### src/rtl/sdram_cmd_monitor.sv
`timescale 1ns/1ps
module sdram_cmd_monitor #(
  parameter int BS_W    = 2,
  parameter int MRS_GAP = 2
) (
  input  logic                   clk,
  input  logic                   rst_n,
  input  logic                   cke,
  input  logic                   cs_n,
  input  logic                   ras_n,
  input  logic                   cas_n,
  input  logic                   we_n,
  input  logic [BS_W-1:0]        bs,
  input  logic                   a10,
  input  logic [1:0]             bl_sel,
  input  logic                   dqm,
  output logic                   wr_mask,
  output logic                   rd_hiz,
  output logic                   err,
  output logic [3:0]             err_code,
  output logic [(1<<BS_W)-1:0]   bank_open,
  output logic [2:0]             dev_mode
);
  localparam int NB = 1 << BS_W;
  localparam int GW = $clog2(MRS_GAP + 1);

  localparam logic [2:0] C_MRS = 3'd0, C_REF = 3'd1, C_PRE = 3'd2, C_ACT = 3'd3,
                         C_WR  = 3'd4, C_RD  = 3'd5, C_BST = 3'd6, C_NOP = 3'd7;

  localparam logic [3:0] E_NONE = 4'd0, E_REOPEN = 4'd1, E_IDLE = 4'd2, E_MRS = 4'd3,
                         E_REF  = 4'd4, E_GAP    = 4'd5, E_LOCK = 4'd6, E_INIT = 4'd7;

  typedef enum logic [2:0] {
    M_NORM = 3'd0, M_PD = 3'd1, M_SR = 3'd2, M_DPD = 3'd3, M_INIT = 3'd4
  } mode_t;

  mode_t          mode_q;
  logic           cke_q;
  logic [NB-1:0]  open_q;
  logic [3:0]     lock_q [NB];
  logic [3:0]     bl_q;
  logic [GW-1:0]  gap_q;
  logic           dqm_d1, dqm_d2;
  logic [3:0]     code;
  logic [3:0]     code_q;
  logic           err_q;

  wire [2:0] cmd  = {ras_n, cas_n, we_n};
  wire live  = cke_q & cke;
  wire enter = cke_q & ~cke;
  wire leave = ~cke_q & cke;
  wire run   = live & (mode_q == M_NORM || mode_q == M_INIT);

  wire is_nop = cs_n | (cmd == C_NOP);
  wire is_mrs = ~cs_n & (cmd == C_MRS);
  wire is_ref = ~cs_n & (cmd == C_REF);
  wire is_pre = ~cs_n & (cmd == C_PRE);
  wire is_act = ~cs_n & (cmd == C_ACT);
  wire is_rw  = ~cs_n & (cmd == C_WR || cmd == C_RD);
  wire is_bst = ~cs_n & (cmd == C_BST);

  wire any_open = |open_q;
  wire sel_open = open_q[bs];
  wire sel_lock = lock_q[bs] != 4'd0;

  always_comb begin
    code = E_NONE;
    if (run) begin
      if (mode_q == M_INIT && (is_act | is_rw | is_bst)) code = E_INIT;
      else if (gap_q != '0 && !is_nop)                     code = E_GAP;
      else if (is_act && sel_open)                         code = E_REOPEN;
      else if (is_rw && !sel_open)                         code = E_IDLE;
      else if (is_rw && sel_lock)                          code = E_LOCK;
      else if (is_mrs && any_open)                         code = E_MRS;
      else if (is_ref && any_open)                         code = E_REF;
    end else if (enter && mode_q == M_NORM && is_ref && any_open) begin
      code = E_REF;
    end
  end

  wire go       = run & (code == E_NONE);
  wire dpd_in   = enter & (mode_q == M_NORM) & is_bst;
  wire base_mrs = go & is_mrs & ~bs[BS_W-1];

  for (genvar i = 0; i < NB; i++) begin : g_bank
    wire hit = (bs == BS_W'(i));
    always_ff @(posedge clk or negedge rst_n) begin
      if (!rst_n) begin
        open_q[i] <= 1'b0;
        lock_q[i] <= 4'd0;
      end else if (dpd_in || (go && is_pre && (a10 || hit))) begin
        open_q[i] <= 1'b0;
        lock_q[i] <= 4'd0;
      end else if (go && is_act && hit) begin
        open_q[i] <= 1'b1;
      end else if (go && is_rw && a10 && hit) begin
        lock_q[i] <= bl_q;
      end else if (lock_q[i] == 4'd1) begin
        open_q[i] <= 1'b0;
        lock_q[i] <= 4'd0;
      end else if (lock_q[i] != 4'd0) begin
        lock_q[i] <= lock_q[i] - 4'd1;
      end
    end
  end

  always_ff @(posedge clk or negedge rst_n) begin
    if (!rst_n) begin
      cke_q  <= 1'b1;
      bl_q   <= 4'd1;
      gap_q  <= '0;
      mode_q <= M_NORM;
      err_q  <= 1'b0;
      code_q <= E_NONE;
      dqm_d1 <= 1'b0;
      dqm_d2 <= 1'b0;
    end else begin
      cke_q  <= cke;
      err_q  <= code != E_NONE;
      code_q <= code;
      dqm_d1 <= dqm;
      dqm_d2 <= dqm_d1;
      if (go && is_mrs)     gap_q <= GW'(MRS_GAP);
      else if (gap_q != '0) gap_q <= gap_q - 1'b1;
      if (base_mrs) bl_q <= 4'd1 << bl_sel;
      unique case (mode_q)
        M_NORM: if (enter) begin
          if (is_ref)      mode_q <= any_open ? M_NORM : M_SR;
          else if (is_bst) mode_q <= M_DPD;
          else             mode_q <= M_PD;
        end
        M_PD, M_SR: if (leave) mode_q <= M_NORM;
        M_DPD:      if (leave) mode_q <= M_INIT;
        M_INIT:     if (base_mrs) mode_q <= M_NORM;
        default:    mode_q <= M_NORM;
      endcase
    end
  end

  assign wr_mask   = dqm;
  assign rd_hiz    = dqm_d2;
  assign err       = err_q;
  assign err_code  = code_q;
  assign bank_open = open_q;
  assign dev_mode  = mode_q;
endmodule

### config.mk
export PLATFORM = sky130hd
export DESIGN_NAME = sdram_cmd_monitor
export DESIGN_NICKNAME = d
export VERILOG_FILES = /design/src/rtl/sdram_cmd_monitor.sv
export SDC_FILE = /design/constraint.sdc
export NUM_CORES = 1
export LEC_CHECK = 0
export CORE_ASPECT_RATIO = 0.9
export CORE_MARGIN = 4
export CORE_UTILIZATION = 35
export DETAILED_ROUTE_END_ITERATION = 10
export DONT_BUFFER_PORTS = 1
export HOLD_SLACK_MARGIN = 0.02
export SLEW_MARGIN = 10
export SYNTH_ARGS = -nofsm -noshare
export SYNTH_HDL_FRONTEND = slang
export SYNTH_SLANG_ARGS = --single-unit
### constraint.sdc
create_clock -name clk -period 5.15 [get_ports clk]
set_input_delay 1.03 -clock clk [delete_from_list [all_inputs] [get_ports clk]]
set_output_delay 1.03 -clock clk [all_outputs]
set_load 0.03 [all_outputs]
# --- After elaboration in Yosys (flattened, before gate mapping) ---
# Index checks and enable logic that the tools add are counted.
totals:
  register_bits: 37
  word_cells: 207
  input_bits: 13
  out_inout_bits: 14
op_classes:
  bitwise_logic: 23
  addsub: 5
  shifts: 1
  reduce_logical: 70
  muxes: 60
  n_eq_ne: 30
  order_cmp: 2
op_table:
  columns: ["cell", "count"]
  rows:
  - ["two-way mux 4 bit", 25]
  - ["nonzero test 4 bit", 10]
  - ["two-way mux 3 bit", 10]
  - ["logical AND 1 bit", 27]
  - ["two-way mux 1 bit", 17]
  - ["equality test 4 x 1 -> 1 bit (second input constant)", 4]
  - ["!= test 2 bit (second input constant)", 8]
  - ["AND reduction 2 bit", 8]
  - ["subtractor 4 x 1 -> 4 bit (second input constant)", 4]
  - ["bitwise AND 1 bit", 15]
  - ["equality test 3 bit (second input constant)", 5]
  - ["equality test 3 x 2 -> 1 bit (second input constant)", 4]
  - ["!= test 3 bit (second input constant)", 4]
  - ["case mux 3 bit (4 select lines)", 1]
  - ["nonzero test 3 bit", 4]
  - ["logical OR 1 bit", 10]
  - ["two-way mux 2 bit", 5]
  - ["binary-select mux 4 bit (select 2 bit)", 1]
  - ["equality test 3 x 1 -> 1 bit (second input constant)", 2]
  - ["zero test 3 bit", 2]
  - ["equality test 2 bit (second input constant)", 2]
  - ["zero test 4 bit", 1]
  - ["NOT 1 bit", 4]
  - ["AND reduction 4 bit", 1]
  - ["13 further kinds", 17]

# --- Depth between registers and ports, before layout ---
# Gate-level depths: netlist of run 1.
depth:
  ltp_word: 20
  ltp_mapped: 10
  mapped_depth_nobuf: 8

# --- Worst setup path before layout of run 1 ---
# OpenSTA, ideal clock, no wires.
synth_timing:
  kind: "input to register"
  startpoint: "in bs[0]"
  endpoint: "reg bl_q[0]"
  path_slack_ns: 1.995
  required_time_ns: 5.064
  arrival_ns: 3.069
  n_path_buf: 2
  stages: 9
  setup_time_ns: 0.086
  path_cell_list: "buf_6 mux4_2 and2_1 o21ai_1 a21oi_1 or4_4 or2_0 buf_2 o31ai_2"
synth_between:
  elab_chain_cells: 16
  elab_cells_between_ends: 21
  cone_classes: "11 x mux; 4 x bitwise; 6 x reduce/logical"
synth_lines:
  columns: ["element", "line_no", "text"]
  rows:
  - ["start: declaration", "13", "input logic [BS_W-1:0] bs,"]
  - ["NOT 2 -> 3 bit (not written as such)", "64", "wire sel_lock = lock_q[bs] != 4'd0;"]
  - ["binary-select mux 4 bit (select 2 bit)", "64", null]
  - ["two-way mux 4 bit (not written as such) (2 in a row)", "64", null]
  - ["nonzero test 4 bit", "64", null]
  - ["logical AND 1 bit", "73", "else if (is_rw && sel_lock) code = E_LOCK;"]
  - ["two-way mux 3 bit", "73", null]
  - ["two-way mux 3 bit", "72", "else if (is_rw && !sel_open) code = E_IDLE;"]
  - ["two-way mux 3 bit *", "71", "else if (is_act && sel_open) code = E_REOPEN;"]
  - ["two-way mux 4 bit *", "70", "else if (gap_q != '0 && !is_nop) code = E_GAP;"]
  - ["two-way mux 4 bit *", "69", "if (mode_q == M_INIT && (is_act | is_rw | is_bst)) code = E_INIT;"]
  - ["two-way mux 4 bit *", "68", "if (run) begin"]
  - ["via code[0]", "44", "logic [3:0] code;"]
  - ["zero test 4 bit *", "81", "wire go = run & (code == E_NONE);"]
  - ["bitwise AND 1 bit *", "81", null]
  - ["bitwise AND 1 bit * (2 in a row)", "83", "wire base_mrs = go & is_mrs & ~bs[BS_W-1];"]
  - ["end signal: assignment", "125", "if (base_mrs) bl_q <= 4'd1 << bl_sel;"]
  - ["end: declaration", "41", "logic [3:0] bl_q;"]
# Mark *: on every way through the listed nets, which the timed path passes. The rest lies on a longest branch. The select of a mux whose other input is x is not followed.
# A chain may end at the register's enable or synchronous reset.

# --- Worst setup path in the final report of run 1 ---
layout_timing:
  startpoint: "in bs[0]"
  endpoint: "reg lock_q[6] (netlist name)"
layout_between:
  elab_chain_cells: 20
  elab_cells_between_ends: 35
  cone_classes: "2 x eq/ne; 14 x mux; 2 x bitwise; 17 x reduce/logical"
layout_lines:
  columns: ["element", "line_no", "text"]
  rows:
  - ["NOT 2 -> 3 bit (not written as such)", "64", null]
  - ["binary-select mux 4 bit (select 2 bit)", "64", null]
  - ["two-way mux 4 bit (not written as such) (2 in a row)", "64", null]
  - ["nonzero test 4 bit", "64", null]
  - ["logical AND 1 bit", "73", null]
  - ["two-way mux 3 bit", "73", null]
  - ["two-way mux 3 bit", "72", null]
  - ["two-way mux 3 bit", "71", null]
  - ["two-way mux 4 bit", "70", null]
  - ["two-way mux 4 bit", "69", null]
  - ["two-way mux 4 bit", "68", null]
  - ["zero test 4 bit", "81", null]
  - ["bitwise AND 1 bit", "81", null]
  - ["logical AND 1 bit (3 in a row)", "96", "end else if (go && is_rw && a10 && hit) begin"]
  - ["two-way mux 4 bit", "96", null]
  - ["two-way mux 4 bit", "94", "end else if (go && is_act && hit) begin"]
  - ["two-way mux 4 bit", "91", "end else if (dpd_in || (go && is_pre && (a10 || hit))) begin"]
  - ["end signal: indexed assignment", "97", "lock_q[i] <= bl_q;"]
  - ["end signal: indexed assignment", "102", "lock_q[i] <= lock_q[i] - 4'd1;"]
  - ["end: declaration", "40", "logic [3:0] lock_q [NB];"]
# Several ways; a longest one is shown, not always the timed one. The select of a mux whose other input is x is not followed.

==> metrics, run 1 <==
largest family of logic cells by synthesized area=simple AND/OR/NAND/NOR gates; Slew @ Worst Pin=about 0.9 ns; Post-CTS Hold Buffers=0; GRT Overall Usage=between 10% and 20%; fin crit period=around 3.1 ns; RD Place Congestion=approximately 0.86; crit-path cells=mux4_2 > nor4_2 > o221ai_2 > or2_1 > o211a_1 > nor3_1; critical path required time=around 5.4 ns; setup TNS=0 ns; Layout area overhead=5.46%; IO Port Bufs=0; total CTS buffers=5; global route overflow=0; Slew Limit Headroom=38.1%; Pleak=around 0.0011 uW; area leader, netlist=dfrtp_1; I/O Pins=27; maximum buffer depth of the clock tree=2; Avg Vias per Cell=approximately 5.6; Die Ht=~90 um; num rows=29; clk slew on worst S/H paths=~0.07 ns; crit path max fanout=16; CP Capture Type=flip-flop; Final Hold Fails=0; ys flop type=dfrtp_1; vias post-DR=about 2,200; Cell variety after synth=68; compound-cell area share of the yosys netlist=between 20% and 30%; Synth Area in XOR/XNOR=under 10%; Root Buffer=clkbuf_8; CP max-delay cell=mux4_2; DRT antenna net count=0; hold_ws=around 0.36 ns; Die Width=between 90 and 100 um; slowest cell delay on critical path=0.56 ns; ANT cells=0; Pre-Repair DR Iteration Count=4; simple-gate share of the synthesized area=about a quarter; WP data arrival=approximately 3.3 ns; Ys Warns=0; mux cell area share after synthesis=3.57%; Yosys top cell area share=between 30% and 40%; synthesized area per cell=between 8 and 9 um^2; area of the die=8850 um^2; CTS H-Tree Depth=2; Tcrit/Tclk final=59.6%; syn nets=about 330; CTS tree=yes; drt first-iter violations=~150; Max Clock Freq=between 300 and 400 MHz; Final setup violation count=0; # resized after CTS=0; mapped cell area=around 2600 um^2; initial antenna violation count=0; Initial Util=between 30 and 40%; Startpoint Class=input pin; core area=between 7000 and 8000 um^2; Hold Crit Class=reg -> reg; Routed WL=between 6000 and 7000 um; Post-DP HPWL=4820 um; # Post-CTS Setup Buffers=0; critical path class=in -> reg; first-pass GRT wire length=approximately 11,000 um; register area share after synthesis=34.9%; ys async rst share=100%; Area contributors post-synth=dfrtp_1, ha_1, nor2_1, a21oi_1, nand2_1; worst-case vdd ir drop=252 uV; status=finished, final reports clean; number of synthesized flops with an enable pin=0; nets@finish=~320; Synth Area in Adders=~5.7%; Power Density=447 nW/um^2; clk sinks=36; RSZ-0062 raised after global routing=false; max cap viols=0; largest net degree at the start of global routing=37; final slew viol count=0; Post-route DRC=0; Post-Synthesis Cells=approximately 300; flop and latch count out of synthesis=36; clk_lat worst skew=0.29 ns; vias in the first global route=2,092; WL per Instance=around 16 um; share of cells above drive strength 1=under 10%; Setup Skew=between 0.004 and 0.005 ns
-- stage by stage --
step | instances | total power [uW] | setup slack, ns | utilization [%] | area, um^2
floorplan | 305 | 904 | 1.99 | - | 2590
global placement | 386 | 1010 | 1.80 | 37.2 | 2640
detailed placement | 386 | 1010 | 1.80 | 37.2 | 2640
CTS | 394 | 1230 | 2.10 | 38.4 | 2730
global route | 394 | 1330 | 1.86 | 38.4 | 2730
finish | 394 | 1220 | 2.08 | 38.4 | 2730
-- final cells by class --
class	count	area [um^2]
Fill cell	746	4380
Inverter	19	71.3
Sequential cell	36	903
Tap cell	93	116
Multi-Input combinational cell	238	1550
Clock buffer	8	90.1
-- power breakdown --
part           internal [uW]  leakage, uW  switching, uW
clock network            109    0.0000455            102
registers                366     0.000447           94.6
logic                    256     0.000623            295
-- flip-flops by register name (all words and copies together) (netlist names) --
| signal | count |
|---|---|
| bank_open | 4 |
| bl_q | 4 |
| err | 1 |
| rd_hiz | 1 |
| err_code | 3 |
| lock_q | 16 |
| dev_mode | 3 |
| gap_q | 2 |
| cke_q | 1 |
| dqm_d1 | 1 |
-- cell usage after synthesis, types with 6 or more instances --
library cell	count
inv_1	19
ha_1	11
nand3_1	6
o22ai_1	6
o21ai_1	8
and2_1	6
nor3_1	9
nand2_1	25
dfrtp_1	34
mux2i_1	7
nor2_1	30
nor4_1	6
a31oi_1	6
o21ai_0	11
a21oi_1	22
a211oi_1	6
nand3b_1	7
o211ai_1	6
-- final timing paths --
path                              start   endpoint  slack, ns  cells past startpoint
hold reg to reg                  dqm_d1     rd_hiz       0.36                      0
setup reg to reg           bank_open[0]  lock_q[6]       2.09                      7
min in group asynchronous         rst_n     rd_hiz       0.43                      0
max in group asynchronous         rst_n      cke_q       4.53                      0
setup / recovery                  bs[0]  lock_q[6]       2.08                      6
hold / removal                   dqm_d1     rd_hiz       0.36                      0
-- per-layer routing --
layer	part of all wire [%]	track usage [%]	vias to the layer above
met2	46	24.9	37
met3	3.8	3.17	9
met4	1.4	4.47	0
met5	0	0	-
met1	49	19.6	1063
li1	-	-	1110
-- cell families after synthesis --
logic type | count (synthesis)
adders and majority gates | 12
muxes | 8
other | 1
xor gates and xnor gates | 4
and+or+nand+nor | 121
DFF | 36
AOI/OAI and AO/OA | 92
buffers and inverters | 31
-- cells in the final DEF, fill, tap and decap left out, types with 7 or more instances in the layout --
cell	Yosys	routed
ha_1	11	11
o21ai_1	8	8
nand2_1	25	25
nor3_1	9	9
mux2i_1	7	7
nand3b_1	7	7
dfrtp_1	34	34
o21ai_0	11	11
nor2_1	30	30
inv_1	19	19
a21oi_1	22	22
-- critical path, delay by kind of cell --
family          cells  cell delay [ns]
mux                 1             0.56
simple gates        3             1.02
compound gates      2             0.66
Note: power is estimated with default switching activity, not from simulation.
==> inputs of run 2 (changes only) <==
- ABC_AREA: not set -> 1
- clock period: 5.15 -> 3.1 ns (I/O delays scaled with it)
==> run 2 against run 1 <==
  * Area after synthesis rose by 4.1%
  * Clock skew rose by 0.0078 ns
  * Die area rose by 3.7%
  * Non-clock buffer count rose by 2
  * Cell count rose by 23%
  * Register-to-register slack got worse by 1.5 ns
  * Hold slack got worse by 0.21 ns
  * Largest power group unchanged
  * Wire length fell by 3.7%
  * Count of clock-buffer cells in the layout fell by 3
  * Utilization rose by 0.53 points
  * Synthesized cell count rose by 25%
  * Combinational power rose by 100%
==> metrics, run 2 <==
post-route cell area=2920 um^2 (+7.0%); top-count cell post-synth=nand2_1; Ys Warns=0 (unchanged); Area contributors post-synth=dfrtp_1, nand2_1, nor2_1, inv_1, nand3_2; number of fillers in the final layout=799 (+7.1%); Post-DP HPWL=4690 um (-2.8%); CP Capture Type=flip-flop; Layout area overhead=8.45%; Post-CTS Hold Buffers=1 (+1); ANT cells=0 (unchanged); Crit. Startpoint=bank_open[1]; fin crit period=roughly 2.5 ns; ys async rst share=100% (unchanged); Slew Limit Headroom=48.5% (+10 points); num rows=30 (+3.4%); critical path required time=3.29 ns (-2.06 ns); # resized after CTS=0 (unchanged); global route overflow=0 (unchanged); WL per Instance=12.5 um (-22%); initial antenna violation count=0 (unchanged); Post-Synthesis Cells=382 (+25%); hold_ws=0.145 ns (-0.212 ns); met1 Usage GRT=17.8% (-1.8 points); GRT Overall Usage=14.2% (-0.65 points); total CTS buffers=5 (unchanged); final slew viol count=0 (unchanged); register area share after synthesis=33.5% (-1.4 points); dpl cells=475 (+23%); first-pass GRT wire length=10,500 um (+0.33%); mapped cell area=2700 um^2 (+4.1%); setup TNS=0 ns (unchanged); largest net degree at the start of global routing=35 (-5.4%); CTS tree=yes; Yosys top cell area share=31.6% (-1.3 points); worst-case vdd ir drop=275 uV (+9.1%); ys flop type=dfrtp_1; DRT antenna net count=0 (unchanged); R2R Path Start=bank_open[1]; clk sinks=36 (unchanged); RD Place Congestion=0.874 (+2.2%); RSZ-0062 raised after global routing=false; IO Port Bufs=0 (unchanged); Final setup violation count=0 (unchanged); GR peak layer=met2; max reg flops=16 (unchanged); Die Width=101 um (+1.8%); maximum buffer depth of the clock tree=2 (unchanged); M2 GR Usage=22.7% (-2.1 points); Die Ht=91.3 um (+1.8%); core area=7510 um^2 (+5.6%); Pleak=0.00161 uW (+44%); max cap viols=0 (unchanged); area leader, netlist=dfrtp_1; flop and latch count out of synthesis=36 (unchanged); syn nets=406 (+23%); status=finished, final reports clean; FF/Latch Area=903 um^2 (unchanged); I/O Pins=27 (unchanged); top cells by count, synth=nand2_1, nor2_1, inv_1; Hold Crit Class=in -> async; drt first-iter violations=111 (-24%); WP data arrival=2.68 ns (-0.60 ns); clk slew on worst S/H paths=0.09 ns (+0.02 ns); Initial Util=35.9% (-0.52 points); vias post-DR=2,298 (+3.6%); Multi-input gate area=1550 um^2 (-0.16%); crit path max fanout=10 (-6); Max Clock Freq=401 MHz; clk_lat worst skew=0.30 ns (about the same); Slew @ Worst Pin=0.767 ns (-0.153 ns); Avg Vias per Cell=4.75 (-16%); Cell Area, Placed=2790 um^2 (+5.7%); CTS H-Tree Depth=2 (unchanged); most frequent cells in the layout=nand2_1, nor2_1, inv_1, dfrtp_1, nand3_1; critical path class=reg -> reg; Final Hold Fails=0 (unchanged); Post-route DRC=0 (unchanged); Top reg by flops=lock_q; Routed WL=6060 um (-3.7%); Setup Skew=0.0126 ns (+0.00781 ns); most common cell after layout, fill and taps aside=nand2_1; nets@finish=411 (+27%); Pre-Repair DR Iteration Count=4 (unchanged); Startpoint Class=flip-flop; vias in the first global route=2,341 (+12%); GR Util met3=4.76% (+1.6 points); Root Buffer=clkbuf_8; # Post-CTS Setup Buffers=0 (unchanged); Tcrit/Tclk final=about four fifths; Layout Cells excl Fill=484 (+23%); share of cells above drive strength 1=16.5% (+11 points); Power Density=813 nW/um^2 (+82%); Cell variety after synth=34 (-50%); number of synthesized flops with an enable pin=0 (unchanged); synthesized area per cell=7.06 um^2 (-17%); area of the die=9170 um^2 (+3.7%)
## run 2: path summary, 6_finish.rpt
check / end / slack, ns / cells after the start
setup / recovery: lock_q[1] / 0.61 / 18
hold / removal: lock_q[0] / 0.14 / 1
setup reg to reg: lock_q[1] / 0.61 / 18
hold reg to reg: rd_hiz / 0.36 / 0
max in group asynchronous: dev_mode[0] / 2.76 / 1
min in group clk: cke_q / 0.32 / 0
## run 2: layout make-up
type	count	share of cell area, %
well taps	96	4.11
flip-flops and latches	36	30.9
multi-input cells	286	53.0
repair buffers	2	0.941
clock buffers	5	2.35
inverters	56	7.27
clock inverters	3	1.45
## run 2: metal layers
layer | vias to the layer above | part of all wire [%]
met1 | 1041 | 48
met3 | 9 | 5.4
li1 | 1219 | -
met2 | 29 | 46
met5 | - | 0
met4 | 0 | 1.4
## run 2: worst max-delay path, stage by stage (launching register included)
cell and delay, ns:
dfrtp_1 0.52, inv_1 0.14, nand2_1 0.06, nor2_1 0.19, nor2_1 0.06, a21oi_1 0.11
nand2_1 0.06, nand2_1 0.05, nand2_1 0.06, nand2_2 0.07, nand2_2 0.08, nor2_8 0.18
nand2_2 0.09, nor2_2 0.18, nand2_1 0.13, nand2_2 0.16, nand2_4 0.10, nand3_2 0.07
nand2_1 0.05
## run 2: power by group
group,internal (uW),total (uW),switching [uW]
logic,458,1120,662
registers,626,835,209
clock network,238,423,185
## run 2: through the flow
stage	utilization (%)	setup slack, ns	power, uW
CTS	39.0	0.572	2410
global placement	37.2	0.576	1940
global route	39.0	0.285	2610
detailed placement	37.2	0.580	1960
finish	39.0	0.608	2380
floorplan	-	0.859	1750
## run 2: kinds of logic after synthesis
logic type / share of synthesized area [%]
adder cells (fa/ha/maj): 5.10
other: 0.139
flip-flops: 33.5
AO/OA/AOI/OAI: 6.12
buffers and inverters: 9.05
XOR/XNOR: 0.975
AND/OR/NAND/NOR: 45.1
